`config.mk`:
```
export PLATFORM = sky130hd
export DESIGN_NAME = qam_demap
export DESIGN_NICKNAME = d
export VERILOG_FILES = /design/src/rtl/qam_demap.sv
export SDC_FILE = /design/constraint.sdc
export NUM_CORES = 1
export LEC_CHECK = 0
export BUFFER_PORTS_ARGS = -buffer_cell sky130_fd_sc_hd__buf_2
export CAP_MARGIN = 20
export CELL_PAD_IN_SITES_DETAIL_PLACEMENT = 1
export CELL_PAD_IN_SITES_GLOBAL_PLACEMENT = 1
export CORE_UTILIZATION = 49
export DETAILED_ROUTE_END_ITERATION = 7
export GPL_TIMING_DRIVEN = 0
export PLACE_DENSITY = 0.85
export SYNTH_ARGS = -nofsm -noshare
export SYNTH_HDL_FRONTEND = slang
export SYNTH_SLANG_ARGS = --single-unit
```
`constraint.sdc`:
```
create_clock -name clk -period 5.35 [get_ports clk]
set_input_delay 0.535 -clock clk [delete_from_list [all_inputs] [get_ports clk]]
set_output_delay 0.535 -clock clk [all_outputs]
set_load 0.05 [all_outputs]
```
`src/rtl/qam_demap.sv`:
```
module qam_demap #(
  parameter int DW   = 16,
  parameter int HALF = 1 << (DW - 2)
) (
  input  logic                 clk,
  input  logic                 rst_n,
  input  logic                 in_valid,
  input  logic [1:0]           in_mode,
  input  logic signed [DW-1:0] in_re,
  input  logic signed [DW-1:0] in_im,
  output logic                 out_valid,
  output logic [5:0]           out_bits,
  output logic [2:0]           out_count
);
  localparam int HW = $clog2(HALF);

  function automatic logic [HW:0] clamp_off(input logic signed [DW-1:0] x);
    int xi;
    xi = int'(x);
    if (xi < -HALF) xi = -HALF;
    else if (xi > HALF - 1) xi = HALF - 1;
    xi = xi + HALF;
    return xi[HW:0];
  endfunction

  function automatic logic [2:0] level_idx(input logic [HW:0] v, input logic [1:0] m);
    int k, p;
    k = (m == 2'd3) ? 8 : (m == 2'd2) ? 4 : 2;
    p = (int'(v) * k) >>> (HW + 1);
    return p[2:0];
  endfunction

  function automatic logic [2:0] gray_of(input logic [2:0] i);
    return i ^ (i >> 1);
  endfunction

  logic          v1, v2;
  logic [1:0]    m1, m2;
  logic [HW:0]   c_re, c_im;
  logic [2:0]    i_re, i_im;
  logic [2:0]    g_re, g_im;
  logic [5:0]    bits_n;
  logic [2:0]    cnt_n;

  always_ff @(posedge clk) begin
    if (!rst_n) begin
      v1 <= 1'b0; m1 <= '0; c_re <= '0; c_im <= '0;
    end else begin
      v1   <= in_valid;
      m1   <= in_mode;
      c_re <= clamp_off(in_re);
      c_im <= clamp_off(in_im);
    end
  end

  always_ff @(posedge clk) begin
    if (!rst_n) begin
      v2 <= 1'b0; m2 <= '0; i_re <= '0; i_im <= '0;
    end else begin
      v2   <= v1;
      m2   <= m1;
      i_re <= level_idx(c_re, m1);
      i_im <= level_idx(c_im, m1);
    end
  end

  assign g_re = gray_of(i_re);
  assign g_im = gray_of(i_im);

  always_comb begin
    case (m2)
      2'd0:    begin bits_n = {5'b0, g_re[0]};                 cnt_n = 3'd1; end
      2'd1:    begin bits_n = {4'b0, g_re[0], g_im[0]};        cnt_n = 3'd2; end
      2'd2:    begin bits_n = {2'b0, g_re[1:0], g_im[1:0]};    cnt_n = 3'd4; end
      default: begin bits_n = {g_re, g_im};                    cnt_n = 3'd6; end
    endcase
  end

  always_ff @(posedge clk) begin
    if (!rst_n) begin
      out_valid <= 1'b0; out_bits <= '0; out_count <= '0;
    end else begin
      out_valid <= v2;
      out_bits  <= v2 ? bits_n : 6'b0;
      out_count <= v2 ? cnt_n : 3'b0;
    end
  end
endmodule

```
## Word-level counts from Yosys, hierarchy flattened

Index checks and enable logic that the tools add are counted.

| storage, ports and cells | value |
|---|---|
| bits of input ports | 37 |
| word-level logic and storage cells | 37 |
| register bits after elaboration | 52 |

| cells by class | value |
|---|---|
| mux-type cells | 10 |
| $mul | 2 |
| bitwise operators | 2 |
| reduce and logical (&&, ||, !) cells | 2 |
| order comparisons | 4 |
| add/subtract/negate cells | 2 |
| equality and inequality tests | 4 |

Operators with widths:

| cell | count |
|---|---|
| 15-bit two-way mux | 6 |
| 16-bit by 15-bit greater-than comparator with 1-bit output, second input constant | 2 |
| 16-bit by 15-bit < comparator with 1-bit output, second input constant | 2 |
| 16-bit by 32-bit multiplier with 18-bit output | 1 |
| 15-bit adder, second input constant | 2 |
| 15-bit by 4-bit multiplier with 18-bit output | 1 |
| 6-bit case mux with 3 select lines | 1 |
| 3-bit case mux with 3 select lines | 1 |
| 2-bit equality test, second input constant | 3 |
| 3-bit by 2-bit XOR with 3-bit output | 2 |
| 4-bit two-way mux | 1 |
| 3-bit two-way mux | 1 |
| 2-bit by 1-bit equality test with 1-bit output, second input constant | 1 |
| 2-bit logical NOT | 1 |
| 2-bit AND reduction | 1 |

## Longest topological paths before layout

Gate-level depths: netlist of run 1.

| logic depth | value |
|---|---|
| word-level depth | 5 |
| depth in mapped cells | 15 |
| mapped depth without buffers | 13 |

## Worst setup path before layout of run 1

Ideal clock, no wire load.

| path | value |
|---|---|
| path type | flip-flop to flip-flop |
| start | register m1[1] |
| end | register i_re[2] |
| library setup time | 0.121 ns |
| slack | 2.222 ns |
| data arrival time | 3.006 ns |
| period minus slack after synthesis | 3.128 ns |
| stages on the path, launching flop included | 14 |
| buffers on the path | 2 |
| path through | dfxtp_1 nor2b_1 clkbuf_1 clkbuf_1 and2_1 ha_1 fa_1 ha_1 ha_1 a21oi_1 nor2b_1 nor4_1 a21oi_1 mux2i_1 |

| on the way | value |
|---|---|
| longest elaborated chain between the ends | 4 |
| elaborated cells on any way between the ends | 5 |

RTL lines:

| item | line | source |
|---|---|---|
| from (decl) | 38 | `logic [1:0] m1, m2;` |
| from (signal assigned) | 50 | `m1 <= in_mode;` |
| 2-bit equality test | 28 | `k = (m == 2'd3) ? 8 : (m == 2'd2) ? 4 : 2;` |
| 3-bit two-way mux | 28 |  |
| 4-bit two-way mux * | 28 |  |
| 16-bit by 32-bit multiplier with 18-bit output * | 29 | `p = (int'(v) * k) >>> (HW + 1);` |
| to (signal assigned) | 62 | `i_re <= level_idx(c_re, m1);` |
| to (decl) | 40 | `logic [2:0] i_re, i_im;` |

Mark *: on every way between the ends. The rest lies on a longest branch, timed or not.
A chain may end at the register's enable or synchronous reset.

## Final worst setup path of run 1

Same ends and word-level chain as after synthesis.

==> metrics, run 1 <==
status completed; met1 wire length 4400 um; slowest stage delay, CP 0.49 ns; initial antenna violation count 0; initial core utilization 0.511; post-CTS resize count 0; most frequent cell after synthesis ha_1; final setup vio count 0; syn avg cell area 8.81 sq um; post-synth top area share 0.261; PortBufs 45; gr usage total 0.238; final WL 9430 um; P_leak 2.38 nW; CP endpoint kind register; Least-Margin Pin Slew 0.584 ns; CP Max Fanout 10; # Max-Cap Violations 0; critical-path cell list nor2b_1 -> clkbuf_1 -> clkbuf_1 -> and2_1 -> ha_1 -> fa_1 -> ha_1 -> ha_1 -> nand3_1 -> a21oi_1 -> nor4_1 -> a21oi_1 -> mux2i_1; Hold Vio Cnt, Final 0; max_slew headroom 0.611; Slew Limit Fails 0; vias post-DR 3,266; vias in the first global route 3,461; maximum clock rate 258 MHz; syn nets 582; fin crit share 0.726; WL met2 4700 um; Setup CP Type register to register; post-route minimum period 3.88 ns; Mapped Cells 453; register area 1040 sq um; Antenna Violating Nets Remaining 0; worst hold path class input port to register; top cells by area, synth dfxtp_1 (26%), ha_1 (21%), fa_1 (13%); mapped cell area 3990 sq um; DP HPWL 7640 um; number of enable flip-flop cells after synthesis 0; detailed-route DRC error count 0; Yosys reg bits 52; WL met3 248 um; CTS tree built; Clock Skew 0.00355 ns; clk sinks 52; Synth area leader dfxtp_1; postcts setup bufs 0; Clock Root Buffer clkbuf_8; YS warnings 0; post-route setup slack 1.47 ns; CTS H-tree depth 2; Hold Buf Count CTS 0; chip width 92.2 um; uppermost layer routed met4; RSZ-0062 raised after global routing false; CP delay by family, top adder cells; DR vias/cell 5.37; die area 8510 sq um; Async S/R FF share, synth 0; Arr. time, crit path 4.12 ns; PD cells 185 nW/um^2; area of the multi-input gates 2820 sq um; clock buffer depth 2; Post-synth top cells ha_1 (67), nor2_1 (55), dfxtp_1 (52); Critical Path Source Type register; top_reg_cell synth dfxtp_1; worst skew pair latency 0.31 ns; P&R area growth vs syn 11.3%; Filler Cell Count 963; Synth cell types 34; diodes inserted 0; GP Congestion 0.840; first-pass GRT wire length 15,900 um; Detailed Route Iter0 Violations 102; cell mode on critical path ha_1; nets 634; Seq/Total Area, Yosys 0.261; largest net degree at the start of global routing 19; critical path data required time 5.59 ns; peak supply drop 95.5 uV; CTS clk-pin slew, worst paths 0.10 ns; Critical Path Slowest Stage Cell fa_1; setup TNS 0 ns; wire length per cell 15.5 um; Top Ports 47; Buf/Inv on CP 2; core footprint 7810 sq um; layout cells sized above 1 0.107; Min Hold Slack 0.426 ns; # rows 32; Num CTS Buffers 5; R2R setup slack 1.47 ns; die span in y 92.2 um; router iterations before antenna repair 5; Place WS 1.51 ns; grt ovf 0
-- cell usage in the layout (no fill, tap or decap), types with 2 or more instances in the layout --
cell / count
a211oi_1: 2
a21o_1: 2
a21oi_1: 47
and2_1: 33
and3_1: 30
buf_1: 3
buf_2: 46
clkbuf_1: 20
clkbuf_8: 5
clkinv_1: 2
dfxtp_1: 52
fa_1: 25
ha_1: 67
inv_1: 8
mux2i_1: 2
nand2_1: 23
nand2b_1: 4
nand3_1: 8
nand4_1: 2
nor2_1: 55
nor2b_1: 26
nor3_1: 2
nor4_1: 3
o211ai_1: 2
o21ai_0: 16
xnor2_1: 4
xor2_1: 6
-- power breakdown --
group          internal [W]  leakage [nW]  switching, W
Clock             0.0000963        0.0463      0.000141
Combinational     0.0000654          1.91     0.0000960
Sequential         0.000407         0.430     0.0000134
-- registers in the layout (all words and copies together), names as in the netlist --
signal,cells
c_im,15
c_re,15
out_bits,6
i_im,3
i_re,3
out_count,3
m1,2
m2,2
out_valid,1
v1,1
v2,1
-- per-layer routing --
layer  GRT usage  vias up
met5           0        -
met4      0.0495        0
met3      0.0307        8
met2       0.436       58
met1       0.297     1561
li1            -     1639
-- through the flow --
step           instances  area [sq um]   util  total power [W]
5_1_grt              608          4440  0.568         0.000868
2_1_floorplan        453          3990      -         0.000532
3_5_place_dp         600          4340  0.556         0.000588
6_report             608          4440  0.568         0.000820
4_1_cts              608          4440  0.568         0.000826
3_3_place_gp         600          4340  0.556         0.000578
-- cell type report --
class / instances / area share
inverters: 10 / 0.00846
flip-flops and latches: 52 / 0.235
clock buffers: 5 / 0.0155
plain buffers: 24 / 0.0206
well taps: 102 / 0.0288
repair buffers: 45 / 0.0507
clock inverters: 3 / 0.00620
multi-input cells: 367 / 0.635
-- kinds of logic (layout without fill, tap and decap cells) --
group | after synthesis | after routing | share of synthesized area
mux | 2 | 2 | 0.00502
simple gates | 189 | 189 | 0.245
buf+inv | 34 | 87 | 0.0323
fa+ha+maj | 92 | 92 | 0.336
flops | 52 | 52 | 0.261
xor+xnor | 10 | 10 | 0.0220
compound gates | 74 | 74 | 0.0988
-- path summary, 6_finish.rpt --
check                           startpoint  endpoint  cells past startpoint
worst min-delay path              in_valid        v1                      2
worst min register to register          v1        v2                      1
worst max-delay path                 m1[1]   i_re[2]                     13
worst max register to register       m1[1]   i_re[2]                     13
Power figures use the tool's default switching activity.
==> run 2: changes to the inputs <==
- ABC_AREA: default -> 1
- CORE_UTILIZATION: 49 -> 39
- PLACE_DENSITY: 0.85 -> 0.75
- clock period: 5.35 -> 3.51 ns (I/O delays scaled with it)
==> run 2 against run 1 <==
  * Critical endpoint unchanged
  * Global-route usage shrank 5.7 points
  * Sequential power grew 50%
  * Synthesized cell count grew 24%
  * Register-to-register slack lost 1.2 ns
  * Worst hold slack lost 0.20 ns
  * Count of clock-buffer cells in the layout is the same
==> metrics, run 2 <==
peak supply drop 130 uV; max_slew headroom 0.650; Mapped Cells 560; P&R area growth vs syn 14.2%; post-synth top area share 0.254; top_reg_cell synth dfxtp_1; Setup CP Type register to register; # Max-Cap Violations 0; XOR/XNOR Fraction of Synth Area 0.00642; Synth Area in Simple Gates 0.250; slowest stage delay, CP 0.48 ns; FF-to-FF End i_re[2]; most frequent cell after synthesis nor2_1; top cells by area, synth dfxtp_1 (25%), ha_1 (20%), nor2_1 (12%); die span in y 104 um; Yosys reg bits 52; Clock Skew 0.00466 ns; setup TNS 0 ns; syn avg cell area 7.31 sq um; layout cells sized above 1 0.119; R2R setup slack 0.24 ns; router iterations before antenna repair 4; Post-synth top cells nor2_1 (135), nand2_1 (104), inv_1 (86); CTS tree built; CP Max Fanout 10; Async S/R FF share, synth 0; Finished Layout Cells 750; most common cell after layout, fill and taps aside nor2_1; # rows 37; Slew Limit Fails 0; core footprint 10,200 sq um; YS warnings 0; vias post-DR 3,529; CTS H-tree depth 2; RSZ-0062 raised after global routing false; wire length per cell 12.5 um; gr usage total 0.181; Top Ports 47; mux cell area share after synthesis 0; PD cells 277 nW/um^2; syn nets 689; Least-Margin Pin Slew 0.524 ns; main combinational cell family by area after synthesis adder cells; Synth area leader dfxtp_1; mapped cell area 4090 sq um; maximum clock rate 305 MHz; Detailed Route Iter0 Violations 58; largest net degree at the start of global routing 18; CP endpoint kind register; post-route setup slack 0.235 ns; worst skew pair latency 0.31 ns; Hold Vio Cnt, Final 0; r2r startpoint m1[1]; largest registers c_im x15, c_re x15, out_bits x6; final setup vio count 0; chip width 104 um; nets 742; DR vias/cell 4.71; detailed-route DRC error count 0; fin crit share 0.933; Hold Buf Count CTS 0; cell mode on critical path nand2_1; CTS clk-pin slew, worst paths 0.10 ns; grt ovf 0; vias in the first global route 3,692; R2R depth 19; Place WS 0.0536 ns; critical path launch point m1[1]; Clock Root Buffer clkbuf_8; Synth cell types 26; die area 10,900 sq um; first-pass GRT wire length 15,800 um; final WL 9390 um; Critical Path Slowest Stage Cell fa_1; initial core utilization 0.400; clock buffer depth 2; Critical Path Source Type register; diodes inserted 0; clk sinks 52; Antenna Violating Nets Remaining 0; worst hold path class input port to register; Min Hold Slack 0.226 ns; GP Congestion 0.777; most frequent cells in the layout nor2_1 (133), nand2_1 (103), inv_1 (86); status completed; PortBufs 46; initial antenna violation count 0; Critical Path End i_re[2]; Post-Synth Adder-Cell Area 0.327; number of enable flip-flop cells after synthesis 0; Num CTS Buffers 5; critical path data required time 3.72 ns; Synth Area in Compound Gates 0.0636; critical-path cell list buf_6 -> inv_1 -> nor2_4 -> inv_4 -> buf_4 -> nor2_1 -> ha_1 -> fa_1 -> ha_1 -> ha_2 -> nand2_1 -> inv_1 -> nand2_1 -> nor2_1 -> nand2_1 -> nand3_1 -> nand2_1 -> nand2_1 -> nor2_1; Arr. time, crit path 3.49 ns; post-route minimum period 3.27 ns; P_leak 2.67 nW; Post-Place Cells 742; DP HPWL 8020 um; Seq/Total Area, Yosys 0.254
## run 2: cell types whose count changed in the layout (fill, tap and decap cells not counted), moves of 5 or more
| cell | previous run | this run |
|---|---|---|
| nor2_1 | 55 | 133 |
| and3_1 | 30 | 0 |
| nand3_1 | 8 | 13 |
| clkbuf_1 | 20 | 7 |
| nand2_1 | 23 | 103 |
| inv_1 | 8 | 86 |
| o21ai_0 | 16 | 2 |
| nor2b_1 | 26 | 0 |
| and2_1 | 33 | 0 |
| a21oi_1 | 47 | 41 |
## run 2: routing by layer
layer | global-route usage | vias to the layer above | part of all wire
met1 | 0.215 | 1642 | 0.46
met4 | 0.0541 | 0 | 0.013
met3 | 0.0269 | 8 | 0.027
met2 | 0.332 | 58 | 0.50
li1 | - | 1821 | -
met5 | 0 | - | 0
## run 2: cell families after synthesis
logic type,after synthesis
buffers and inverters,102
adder cells (fa/ha/maj),92
AND/OR/NAND/NOR,261
AO/OA/AOI/OAI,50
XOR/XNOR,3
flip-flops,52
## run 2: worst min-delay path by stage
stage                         start        to  slack [ns]  cells past startpoint
after CTS                 in_im[15]  c_im[14]        0.21                      2
after floorplan                  v1        v2        0.39                      2
after detailed placement         v1        v2        0.44                      2
after global routing      in_re[15]  c_re[14]        0.22                      2
final                     in_re[15]  c_re[14]        0.23                      2
after global placement           v1        v2        0.40                      2
## run 2: cell type report
class                           count  area [sq um]
Sequential cell                    52          1040
Fill cell                        1349          5560
Buffer                             15          83.8
Clock buffer                        5          68.8
Tap cell                          136           170
Clock inverter                      3          46.3
Multi-Input combinational cell    406          2700
Inverter                           87           329
Timing Repair Buffer               46           230
## run 2: critical path: cells and delay by family (launching register included)
family        cells  cell delay, ns
fa+ha+maj         4            1.48
buf+inv           5            0.67
flops             1            0.33
simple gates     10            0.69
## run 2: power breakdown
part,total [W],switching (W),internal [W]
clock network,0.000422,0.000207,0.000215
registers,0.000630,0.0000114,0.000619
logic,0.000244,0.000151,0.0000931
total,0.00130,0.000369,0.000927
## run 2: metrics by stage
stage / instance area [sq um] / power, W / util
CTS: 4610 / 0.00131 / 0.450
finish: 4670 / 0.00130 / 0.457
global placement: 4490 / 0.000867 / 0.439
detailed placement: 4490 / 0.000879 / 0.439
global route: 4670 / 0.00138 / 0.457
floorplan: 4090 / 0.000801 / -
## run 2: timing repair
item                                   in CTS  in global routing
setup endpoints to repair                   0                  3
endpoints found under the hold margin       0                  0
gates resized for setup                     0                 14
buffers inserted                            0                  0
